**src/rtl/afu_pkg.sv**
```systemverilog
package afu_pkg;
  localparam int CODE_W = 12;

  typedef enum logic [1:0] {
    KIND_FETCH = 2'b00,
    KIND_READ  = 2'b01,
    KIND_WRITE = 2'b10
  } accKind_e;

  typedef enum logic [1:0] {
    SIZE_BYTE = 2'b00,
    SIZE_WORD = 2'b01,
    SIZE_LONG = 2'b10
  } accSize_e;

  localparam logic [CODE_W-1:0] CODE_FIRST_WR = 12'h080;
  localparam logic [CODE_W-1:0] CODE_PROT_RD  = 12'h0A0;
  localparam logic [CODE_W-1:0] CODE_PROT_WR  = 12'h0C0;
  localparam logic [CODE_W-1:0] CODE_ADDR_RD  = 12'h0E0;
  localparam logic [CODE_W-1:0] CODE_ADDR_WR  = 12'h100;

  localparam int SR_MD_BIT = 30;
  localparam int SR_RB_BIT = 29;
  localparam int SR_BL_BIT = 28;

  typedef struct packed {
    logic capAny;
    logic capTlb;
  } capStrobe_t;
endpackage

```
**src/rtl/afu_control.sv**
```systemverilog
module afu_control
  import afu_pkg::*;
#(
  parameter int ADDR_W = 32
) (
  input  logic              clk,
  input  logic              rstN,
  input  logic              reqValid,
  input  logic [1:0]        reqKind,
  input  logic [1:0]        reqSize,
  input  logic [ADDR_W-1:0] reqAddr,
  input  logic              userMode,
  input  logic              tlbHit,
  input  logic [1:0]        tlbPr,
  input  logic              tlbDirty,
  output capStrobe_t        strobes,
  output logic              fault,
  output logic [CODE_W-1:0] eventCode
);
  logic isWrite;
  logic misalign;
  logic addrErr;
  logic protErr;
  logic firstWr;
  logic trapNow;
  logic [CODE_W-1:0] codeNext;

  always_comb begin
    isWrite  = (reqKind == KIND_WRITE);
    misalign = 1'b0;
    if (reqKind == KIND_FETCH) begin
      misalign = reqAddr[0];
    end else begin
      case (reqSize)
        SIZE_WORD: misalign = reqAddr[0];
        SIZE_LONG: misalign = |reqAddr[1:0];
        default:   misalign = 1'b0;
      endcase
    end
    addrErr = misalign || (userMode && reqAddr[ADDR_W-1]);
    protErr = tlbHit && ((userMode && !tlbPr[1]) || (isWrite && !tlbPr[0]));
    firstWr = tlbHit && isWrite && !tlbDirty;

    codeNext = CODE_FIRST_WR;
    if (addrErr)      codeNext = isWrite ? CODE_ADDR_WR : CODE_ADDR_RD;
    else if (protErr) codeNext = isWrite ? CODE_PROT_WR : CODE_PROT_RD;

    trapNow        = reqValid && (addrErr || protErr || firstWr);
    strobes.capAny = trapNow;
    strobes.capTlb = trapNow && !addrErr;
  end

  always_ff @(posedge clk) begin
    if (!rstN) begin
      fault     <= 1'b0;
      eventCode <= '0;
    end else begin
      fault <= trapNow;
      if (trapNow) eventCode <= codeNext;
    end
  end

  a_r2_fault_needs_request: assert property (@(posedge clk) disable iff (!rstN)
    fault |-> $past(reqValid));

  a_r7_code_legal: assert property (@(posedge clk) disable iff (!rstN)
    fault |-> (eventCode == CODE_FIRST_WR || eventCode == CODE_PROT_RD ||
               eventCode == CODE_PROT_WR  || eventCode == CODE_ADDR_RD ||
               eventCode == CODE_ADDR_WR));

  a_r6_user_upper_half: assert property (@(posedge clk) disable iff (!rstN)
    (reqValid && userMode && reqAddr[ADDR_W-1]) |=>
      (fault && (eventCode == CODE_ADDR_RD || eventCode == CODE_ADDR_WR)));
endmodule

```
**src/rtl/afu_datapath.sv**
```systemverilog
module afu_datapath
  import afu_pkg::*;
#(
  parameter int ADDR_W     = 32,
  parameter int ASID_W     = 8,
  parameter int WAY_W      = 2,
  parameter int PAGE_SHIFT = 10
) (
  input  logic              clk,
  input  logic              rstN,
  input  capStrobe_t        strobes,
  input  logic [ADDR_W-1:0] reqAddr,
  input  logic [ASID_W-1:0] curAsid,
  input  logic [WAY_W-1:0]  tlbWay,
  input  logic [ADDR_W-1:0] curPc,
  input  logic              srLoad,
  input  logic [ADDR_W-1:0] srLoadVal,
  output logic [ADDR_W-1:0] faultAddr,
  output logic [ADDR_W-1:0] pageHi,
  output logic [WAY_W-1:0]  wayField,
  output logic [ADDR_W-1:0] savedPc,
  output logic [ADDR_W-1:0] savedStatus,
  output logic [ADDR_W-1:0] statusWord
);
  localparam int GAP_W = PAGE_SHIFT - ASID_W;
  localparam logic [ADDR_W-1:0] TRAP_BITS =
    (ADDR_W'(1) << SR_MD_BIT) | (ADDR_W'(1) << SR_RB_BIT) | (ADDR_W'(1) << SR_BL_BIT);
  localparam logic [ADDR_W-1:0] RESET_SR =
    (ADDR_W'(1) << SR_MD_BIT) | (ADDR_W'(1) << SR_BL_BIT);

  logic [ADDR_W-1:0] pageNext;

  generate
    if (GAP_W > 0) begin : g_gap
      assign pageNext = {reqAddr[ADDR_W-1:PAGE_SHIFT], {GAP_W{1'b0}}, curAsid};
    end else begin : g_nogap
      assign pageNext = {reqAddr[ADDR_W-1:PAGE_SHIFT], curAsid[PAGE_SHIFT-1:0]};
    end
  endgenerate

  always_ff @(posedge clk) begin
    if (!rstN) begin
      faultAddr   <= '0;
      savedPc     <= '0;
      savedStatus <= '0;
      statusWord  <= RESET_SR;
    end else if (strobes.capAny) begin
      faultAddr   <= reqAddr;
      savedPc     <= curPc;
      savedStatus <= statusWord;
      statusWord  <= statusWord | TRAP_BITS;
    end else if (srLoad) begin
      statusWord  <= srLoadVal;
    end
  end

  always_ff @(posedge clk) begin
    if (!rstN) begin
      pageHi   <= '0;
      wayField <= '0;
    end else if (strobes.capTlb) begin
      pageHi   <= pageNext;
      wayField <= tlbWay;
    end
  end

  a_r9_status_bits_set: assert property (@(posedge clk) disable iff (!rstN)
    strobes.capAny |=> (statusWord[SR_MD_BIT] && statusWord[SR_RB_BIT] && statusWord[SR_BL_BIT]));

  a_r2_hold_without_trap: assert property (@(posedge clk) disable iff (!rstN)
    !strobes.capAny |=> ($stable(savedPc) && $stable(faultAddr) && $stable(savedStatus)));

  a_r8_addr_err_keeps_tlb: assert property (@(posedge clk) disable iff (!rstN)
    (strobes.capAny && !strobes.capTlb) |=> ($stable(pageHi) && $stable(wayField)));
endmodule

```
**src/rtl/acc_fault_unit.sv**
```systemverilog
module acc_fault_unit
  import afu_pkg::*;
#(
  parameter int ADDR_W     = 32,
  parameter int ASID_W     = 8,
  parameter int WAY_W      = 2,
  parameter int PAGE_SHIFT = 10,
  parameter int VEC_OFS    = 'h100
) (
  input  logic              clk,
  input  logic              rstN,
  input  logic              reqValid,
  input  logic [1:0]        reqKind,
  input  logic [1:0]        reqSize,
  input  logic [ADDR_W-1:0] reqAddr,
  input  logic              tlbHit,
  input  logic [WAY_W-1:0]  tlbWay,
  input  logic [1:0]        tlbPr,
  input  logic              tlbDirty,
  input  logic [ASID_W-1:0] curAsid,
  input  logic [ADDR_W-1:0] curPc,
  input  logic [ADDR_W-1:0] vectorBase,
  input  logic              srLoad,
  input  logic [ADDR_W-1:0] srLoadVal,
  output logic              fault,
  output logic [CODE_W-1:0] eventCode,
  output logic [ADDR_W-1:0] excVector,
  output logic [ADDR_W-1:0] faultAddr,
  output logic [ADDR_W-1:0] pageHi,
  output logic [WAY_W-1:0]  wayField,
  output logic [ADDR_W-1:0] savedPc,
  output logic [ADDR_W-1:0] savedStatus,
  output logic [ADDR_W-1:0] statusWord
);
  capStrobe_t strobes;
  logic       userMode;

  assign userMode  = !statusWord[SR_MD_BIT];
  assign excVector = vectorBase + ADDR_W'(VEC_OFS);

  afu_control #(.ADDR_W(ADDR_W)) u_ctrl (
    .clk(clk), .rstN(rstN), .reqValid(reqValid), .reqKind(reqKind),
    .reqSize(reqSize), .reqAddr(reqAddr), .userMode(userMode),
    .tlbHit(tlbHit), .tlbPr(tlbPr), .tlbDirty(tlbDirty),
    .strobes(strobes), .fault(fault), .eventCode(eventCode)
  );

  afu_datapath #(.ADDR_W(ADDR_W), .ASID_W(ASID_W), .WAY_W(WAY_W),
                 .PAGE_SHIFT(PAGE_SHIFT)) u_dp (
    .clk(clk), .rstN(rstN), .strobes(strobes), .reqAddr(reqAddr),
    .curAsid(curAsid), .tlbWay(tlbWay), .curPc(curPc), .srLoad(srLoad),
    .srLoadVal(srLoadVal), .faultAddr(faultAddr), .pageHi(pageHi),
    .wayField(wayField), .savedPc(savedPc), .savedStatus(savedStatus),
    .statusWord(statusWord)
  );
endmodule

```
**config.mk**
```make
export PLATFORM = sky130hd
export DESIGN_NAME = acc_fault_unit
export DESIGN_NICKNAME = d
export VERILOG_FILES = /design/src/rtl/afu_pkg.sv /design/src/rtl/afu_control.sv /design/src/rtl/afu_datapath.sv /design/src/rtl/acc_fault_unit.sv
export SDC_FILE = /design/constraint.sdc
export NUM_CORES = 1
export LEC_CHECK = 0
export CAP_MARGIN = 0
export CORE_UTILIZATION = 35
export DETAILED_ROUTE_END_ITERATION = 7
export PLACE_DENSITY_LB_ADDON = 0.2
export SYNTH_ARGS = -nofsm -noshare
export SYNTH_HDL_FRONTEND = slang
export SYNTH_SLANG_ARGS = --single-unit
```
**constraint.sdc**
```tcl
create_clock -name clk -period 2.7 [get_ports clk]
set_input_delay 0.675 -clock clk [delete_from_list [all_inputs] [get_ports clk]]
set_output_delay 0.675 -clock clk [all_outputs]
set_load 0.01 [all_outputs]
```
==> impl_results.md, run 1 <==
- Count of H-tree levels built during CTS: 4
- Static Leakage: approximately 4.3 nW
- Net Switching: 1.638 mW
- Clock root buffer: clkbuf_16
- Clock tree from TritonCTS: yes
- Critical hold path startpoint: u_dp.savedStatus[5]
- Proportion of synthesized area in mux cells: between 20% and 30%
- Synthesis-to-finish area growth: 62.07%
- Antenna-violating nets left: 0
- Origin of the worst setup path: vectorBase[10]
- Layout filler cell count: 1,809
- Worst reg-to-reg path cell count: 7
- Worst EP required: a little over 2 ns
- Ratio of routed vias to standard cells: 4.536
- Diode insertion count for antenna repair: 0
- Synthesized-area fraction occupied by ao, oa, aoi and oai cells: ~1.5%
- Area of the die: between 0.02 and 0.025 mm²
- Data arrival, critical path: just under 2 ns
- Weighted congestion at the end of routability-driven global placement: 0.7469
- Path class of the lowest-slack min-delay path: flop to flop
- Post-route DRC: 0
- Share of synthesized cell area in full adder, half adder and majority cells: less than 1%
- Most common cell after layout, fill and taps aside: clkdlybuf4s50_1
- Final worst path period need: between 2 and 3 ns
- Finished layout cell area: between 0.01 and 0.015 mm²
- Vias: 6,205
- Initial Util: between 30% and 40%
- Count of buffering cells on the critical path with inverters included: 3
- I/O pin cnt: between 300 and 400
- Commonest non-fill, non-tap cells in the layout: 292 x clkdlybuf4s50_1, 232 x nand2_1, 165 x dfxtp_1, 157 x mux2i_1, 47 x buf_4
- Number of rows in the core area: around 50
- Min setup slack post-route: 0.06522 ns
- Global-route wire length before repair: around 31 mm
- CP endpoint kind: primary output
- Crit share post-route: a little under 100%
- Switching part of the total: a little over a quarter
- Simple-Gate Fraction of Synth Area: about 18%
- Initial DRC count: 156
- Setup slack after placement: -0.6903 ns
- Maximum buffer depth of the clock tree: 2
- Via count of the first global-routing pass: between 6,000 and 7,000
- Power per cell area: 541.8 mW/mm²
- Die Width: 142.5 µm
- Port buffer count: 330
- Launch point of the worst reg-to-reg path: u_dp.statusWord[30]
- GRT Util Overall: 19.83%
- Overflow after GRT: 0
- Result of the run: complete, no violations
- Sinks on the clock net: roughly 170
- Clock share of power: between 30% and 40%
- Startpoint types: input pin
- Antenna violations before repair: 0
- Num CTS Buffers: 17
- Count of endpoints failing hold in the final timing report: 0
- Number of violations of the max-capacitance limit: 0
- Clock latency of the later-clocked register in the worst-skew pair: roughly 0.42 ns
- Fraction of layout cells with a size suffix above 1: 11.06%
- Xor and xnor area share after synthesis: 2.788%
- Die Span Y: 142.5 µm
- Largest net degree at the start of global routing: between 90 and 100
- Max FO, Critical Path: 4
- Routed Wire Length: slightly above 20 mm
- Final slew viol count: 0
- Top cell family by delay on the critical path: buffers and inverters
- Clk pin slew, worst setup/hold paths: roughly 0.070 ns
- Fraction of power consumed by sequential logic: a little over two fifths
- Warning count from the yosys run: 0
- Post-synthesis instance area: between 0.006 and 0.007 mm²
- Post-place instance area: roughly 0.011 mm²
- Combinational group share of total power: 17.8%
- Layout net count: approximately 1,200
- Post-cts hold buffer count: 0
- Proportion of synthesized chip area in sequential cells: 47.79%
- Count of mapped cells out of synthesis: 745
- Detailed-route wire length per cell: roughly 15 µm
- Final setup violating endpoints: 0
- Stage delay of the slowest cell on the critical path: around 0.55 ns
- Largest voltage drop on the vdd net: approximately 420 µV
- Crit-path cells: dlygate4sd2_1, nand3_2, buf_4, xnor2_1, clkdlybuf4s50_1
- Power Internal: 4.432 mW
- HPWL after detailed placement: around 15 mm
- Critical path depth: 5
- Max Freq: roughly 380 MHz
- Post-synth cell types: 35
- Worst clock skew: roughly 0.0090 ns
- Hold Path Cell Cnt: 2
- Start-to-end type of the worst setup path: input pin to primary output
- Fraction of the core area covered by cells at the end of the flow: ~58%
- Synthesis-stage register bit count: between 150 and 200
- Setup_tns: 0 ns
- Synthesized area per cell: between 9 and 10 µm²
- Total power: 6.070 mW
- Area of the core: just under 0.02 mm²
- First-pass iteration count of the detailed router: 4
- Largest family of logic cells by synthesized area: multiplexers
- Library cell contributing the largest single delay on the critical path: clkdlybuf4s50_1
[sequential cells by signal, indices dropped and copies added, names as in the netlist]
signal,flops
u_dp.savedPc,32
u_dp.wayField,2
u_dp.savedStatus,32
u_dp.statusWord,32
u_dp.faultAddr,32
u_dp.pageHi,30
u_ctrl.eventCode,4
u_ctrl.fault,1
[worst reg2reg max path: cells and delay by family, from the launching register on]
kind,cells,cell delay (ns)
AND/OR/NAND/NOR,2,0.22
buffers and inverters,2,0.42
multiplexers,1,0.24
flip-flops,1,0.45
AO/OA/AOI/OAI,2,0.39
[cells in the mapped netlist, drive strengths merged]
cell type	count	area, µm²
xor2	7	61.31
nor2b	2	12.51
nand2	232	870.8
nor3	1	5.000
xnor2	15	131.4
and4	1	8.760
conb	1	3.750
o21ai	4	20.01
nand3	12	60.06
o22ai	1	6.260
dfxtp	165	3303
clkbuf	30	112.6
nor2	39	146.4
mux2	4	45.04
a31oi	1	6.260
o21a	2	15.01
a21oi	3	15.01
o221a	1	11.26
inv	4	15.01
mux2i	157	1572
o211ai	1	7.510
ha	3	37.54
nand2b	2	12.51
nand3b	1	7.510
or3	3	18.77
and3	5	31.28
and2	2	12.51
clkinv	1	3.750
a211oi	1	12.51
nand4	7	43.79
o221ai	1	8.760
buf	36	294.0
[routing by layer]
metal | global-route usage [%] | routed length, µm | vias to the layer above
met3 | 9.253 | 2286 | 32
met1 | 20.12 | 7742 | 2825
met4 | 7.753 | 483 | 0
li1 | - | - | 3112
met2 | 35.11 | 10050 | 236
met5 | 0 | 0 | -
[cells by family (layout without fill, tap and decap cells)]
family / count (synthesis) / count (layout)
other: 1 / 10
muxes: 161 / 161
adders and majority gates: 3 / 3
buffers and inverters: 71 / 420
DFF: 165 / 165
and+or+nand+nor: 307 / 307
AOI/OAI and AO/OA: 15 / 15
xor gates and xnor gates: 22 / 22
[what timing repair did]
item / 4_1_cts / 5_1_grt
gates resized for setup: 85 / 13
buffers inserted: 3 / 0
setup endpoints to repair: 22 / 8
pin swaps: 12 / 5
[layout make-up]
class	count	area (µm²)	share of cell area, %
multi-input combinational	518	3291	29.38
clock inverter	13	137.6	1.229
timing repair buffer	383	3677	32.83
clock buffer	19	442.9	3.954
inverter	5	18.77	0.1675
tap	265	331.6	2.960
sequential	165	3303	29.49
[path summary, 6_finish.rpt]
kind                         end  slack [ns]
max reg2reg      u_dp.pageHi[26]        0.85
min reg2reg  u_dp.savedStatus[5]        0.45
min          u_dp.savedStatus[5]        0.45
max                excVector[11]        0.07
[power groups by stage]
stage	logic (mW)	clock network, mW	registers (mW)
2_1_floorplan	0.424	0	2.73
3_3_place_gp	1.10	0	2.67
3_5_place_dp	1.11	0	2.68
4_1_cts	1.10	2.44	2.62
5_1_grt	1.16	2.53	2.64
6_report	1.08	2.37	2.62
[through the flow]
stage | hold slack [ns] | std cells
final | 0.4543 | 1368
after detailed placement | 0.4456 | 1333
after CTS | 0.4587 | 1368
after global routing | 0.4685 | 1368
after global placement | 0.4410 | 1333
after floorplan | 0.4726 | 754
Note: power is estimated with default switching activity, not from simulation.
==> inputs of run 2 (changes only) <==
- CORE_AREA: not set -> 2 2 139 141
- CORE_UTILIZATION: 35 -> not set
- DIE_AREA: not set -> 0 0 141 143
- PLACE_DENSITY: not set -> 0.74
- PLACE_DENSITY_LB_ADDON: 0.2 -> not set
==> run 2 against run 1 <==
  * Clock skew down 0.00078 ns
  * Setup slack worse by 0.013 ns
  * Register-to-register slack about the same
  * Via count about the same
  * Largest cell class unchanged
  * Clock power down 6%
  * Non-clock buffer count increased by 8
  * Highest routed layer unchanged
==> impl_results.md, run 2 (synthesis gave the netlist of run 1 again) <==
- Result of the run: complete, no violations
- Number of rows in the core area: 50
- Min setup slack post-route: ~0.052 ns
- Via count of the first global-routing pass: 6,141
- Die Span Y: 143 µm
- Vias: just over 6,000
- Die Width: approximately 140 µm
- Fraction of power consumed by sequential logic: about 44%
- Setup_tns: 0 ns
- Count of endpoints failing hold in the final timing report: 0
- Global-route wire length before repair: roughly 32 mm
- Start-to-end type of the worst setup path: input pin to primary output
- Port buffer count: 330
- Layout net count: 1,251
- Clock root buffer: clkbuf_16
- Number of violations of the max-capacitance limit: 0
- Largest net degree at the start of global routing: about 140
- Post-cts hold buffer count: 0
- Detailed-route wire length per cell: 15.46 µm
- Fraction of layout cells with a size suffix above 1: between 10% and 20%
- Most common cell after layout, fill and taps aside: clkdlybuf4s50_1
- Worst reg-to-reg path cell count: 6
- Hold Path Cell Cnt: 2
- Data arrival, critical path: 1.97 ns
- Power Internal: about 4.4 mW
- Final worst path period need: between 2 and 3 ns
- CP endpoint kind: primary output
- Placed Cells incl. Taps: between 1,000 and 1,500
- Antenna violations before repair: 0
- First-pass iteration count of the detailed router: 4
- Max Freq: roughly 380 MHz
- Maximum buffer depth of the clock tree: 2
- I/O pin cnt: around 360
- Synthesis-to-finish area growth: 62.89%
- Count of H-tree levels built during CTS: 4
- HPWL after detailed placement: between 15 and 20 mm
- Path class of the lowest-slack min-delay path: flop to flop
- Routed Wire Length: about 21 mm
- Origin of the worst setup path: vectorBase[17]
- Relative slew slack: a little over half
- Antenna-violating nets left: 0
- Initial DRC count: approximately 160
- Terminus of the critical flop-to-flop path: u_dp.statusWord[28]
- Slew @ Worst Pin: between 0.6 and 0.7 ns
- Hold Crit Endpoint: u_dp.savedStatus[13]
- Combinational group share of total power: 18.6%
- Crit share post-route: between 90 and 100%
- Layout filler cell count: around 1,600
- Net Switching: ~1.6 mW
- Num CTS Buffers: 17
- Diode insertion count for antenna repair: 0
- Clock latency of the later-clocked register in the worst-skew pair: between 0.4 and 0.5 ns
- Clock tree from TritonCTS: yes
- Max FO, Critical Path: 2
- Sinks on the clock net: roughly 170
- Worst EP required: slightly above 2 ns
- Clock share of power: ~37%
- Post-route DRC: 0
- Worst clock skew: ~0.0082 ns
- Critical hold path startpoint: u_dp.savedStatus[13]
- Switching part of the total: 26.08%
- Power per cell area: between 500 and 600 mW/mm²
- Area of the core: ~0.019 mm²
- Clk pin slew, worst setup/hold paths: about 0.060 ns
- Initial Util: 37.20%
- Overflow after GRT: 0
- GRT Util Overall: approximately a fifth
- Commonest non-fill, non-tap cells in the layout: 292 x clkdlybuf4s50_1, 230 x nand2_1, 165 x dfxtp_1, 157 x mux2i_1, 49 x buf_4
- Area of the die: between 0.02 and 0.025 mm²
- Ratio of routed vias to standard cells: roughly 4.6
- Setup slack after placement: -0.8626 ns
- Static Leakage: approximately 4.4 nW
- Final slew viol count: 0
- Weighted congestion at the end of routability-driven global placement: around 0.79
- Post-Layout Cell Count: between 1,000 and 1,500
- Worst reg-to-reg setup slack: 0.84 ns
- Launch point of the worst reg-to-reg path: u_dp.statusWord[30]
- Startpoint types: input pin
- Final setup violating endpoints: 0
- Largest voltage drop on the vdd net: 396.1 µV
==> run 2: cell types whose count changed in the layout (fill, tap and decap cells not counted), sizes merged <==
| cell | before | now |
|---|---|---|
| buf | 66 | 76 |
| clkbuf | 24 | 25 |
| clkinv | 6 | 8 |
| clkinvlp | 1 | 4 |
| dlygate4sd2 | 16 | 12 |
| inv | 11 | 6 |
==> run 2: power groups by stage <==
stage / Combinational (mW) / Sequential [mW] / Clock, mW
after floorplan: 0.424 / 2.73 / 0
after global placement: 1.12 / 2.67 / 0
after detailed placement: 1.12 / 2.68 / 0
after CTS: 1.12 / 2.62 / 2.30
after global routing: 1.18 / 2.63 / 2.38
final: 1.10 / 2.62 / 2.22
==> run 2: what timing repair did <==
item / 4_1_cts / 5_1_grt
pin swaps: 13 / 14
buffers inserted: 8 / 1
resized for setup: 98 / 23
setup endpoints to repair: 22 / 17
==> run 2: worst max-delay path by stage <==
stage | to | slack (ns) | depth (start not counted)
5_1_grt | excVector[23] | -0.01 | 9
3_3_place_gp | excVector[23] | -0.83 | 7
3_5_place_dp | excVector[23] | -0.86 | 7
2_1_floorplan | excVector[22] | 0.26 | 6
4_1_cts | excVector[23] | 0.002 | 9
6_report | excVector[23] | 0.05 | 9
==> run 2: final cells by class <==
class                      instances  area [µm²]  area share, %
timing repair buffer             391        3769          33.47
multi-input combinational        518        3332          29.60
sequential                       165        3303          29.34
clock buffer                      18       439.2          3.901
tap                              234       292.8          2.601
clock inverter                    13       103.9         0.9224
inverter                           5       18.77         0.1667
==> run 2: stage by stage <==
stage / utilization, % / cell area (µm²) / hold WS, ns / power (mW)
6_report: 60.59 / 11260 / 0.4537 / 5.950
4_1_cts: 60.78 / 11290 / 0.4575 / 6.036
5_1_grt: 60.59 / 11260 / 0.4712 / 6.196
3_3_place_gp: 57.44 / 10670 / 0.4407 / 3.789
3_5_place_dp: 57.44 / 10670 / 0.4460 / 3.800
2_1_floorplan: - / 6945 / 0.4726 / 3.155
==> run 2: per-layer routing <==
layer	track usage, %	vias up	part of all wire (%)
met5	0	-	0
met4	6.368	0	1.4
met3	9.893	21	11
met2	35.38	236	49
met1	20.57	2813	38
li1	-	3134	-
==> run 2: critical path, cell delays in order <==
cell     delay (ns)
buf_2          0.10
and3_4         0.21
nand4_1        0.11
buf_4          0.16
nor3_4         0.20
buf_6          0.13
nand3_4        0.06
xnor2_2        0.17
buf_2          0.16
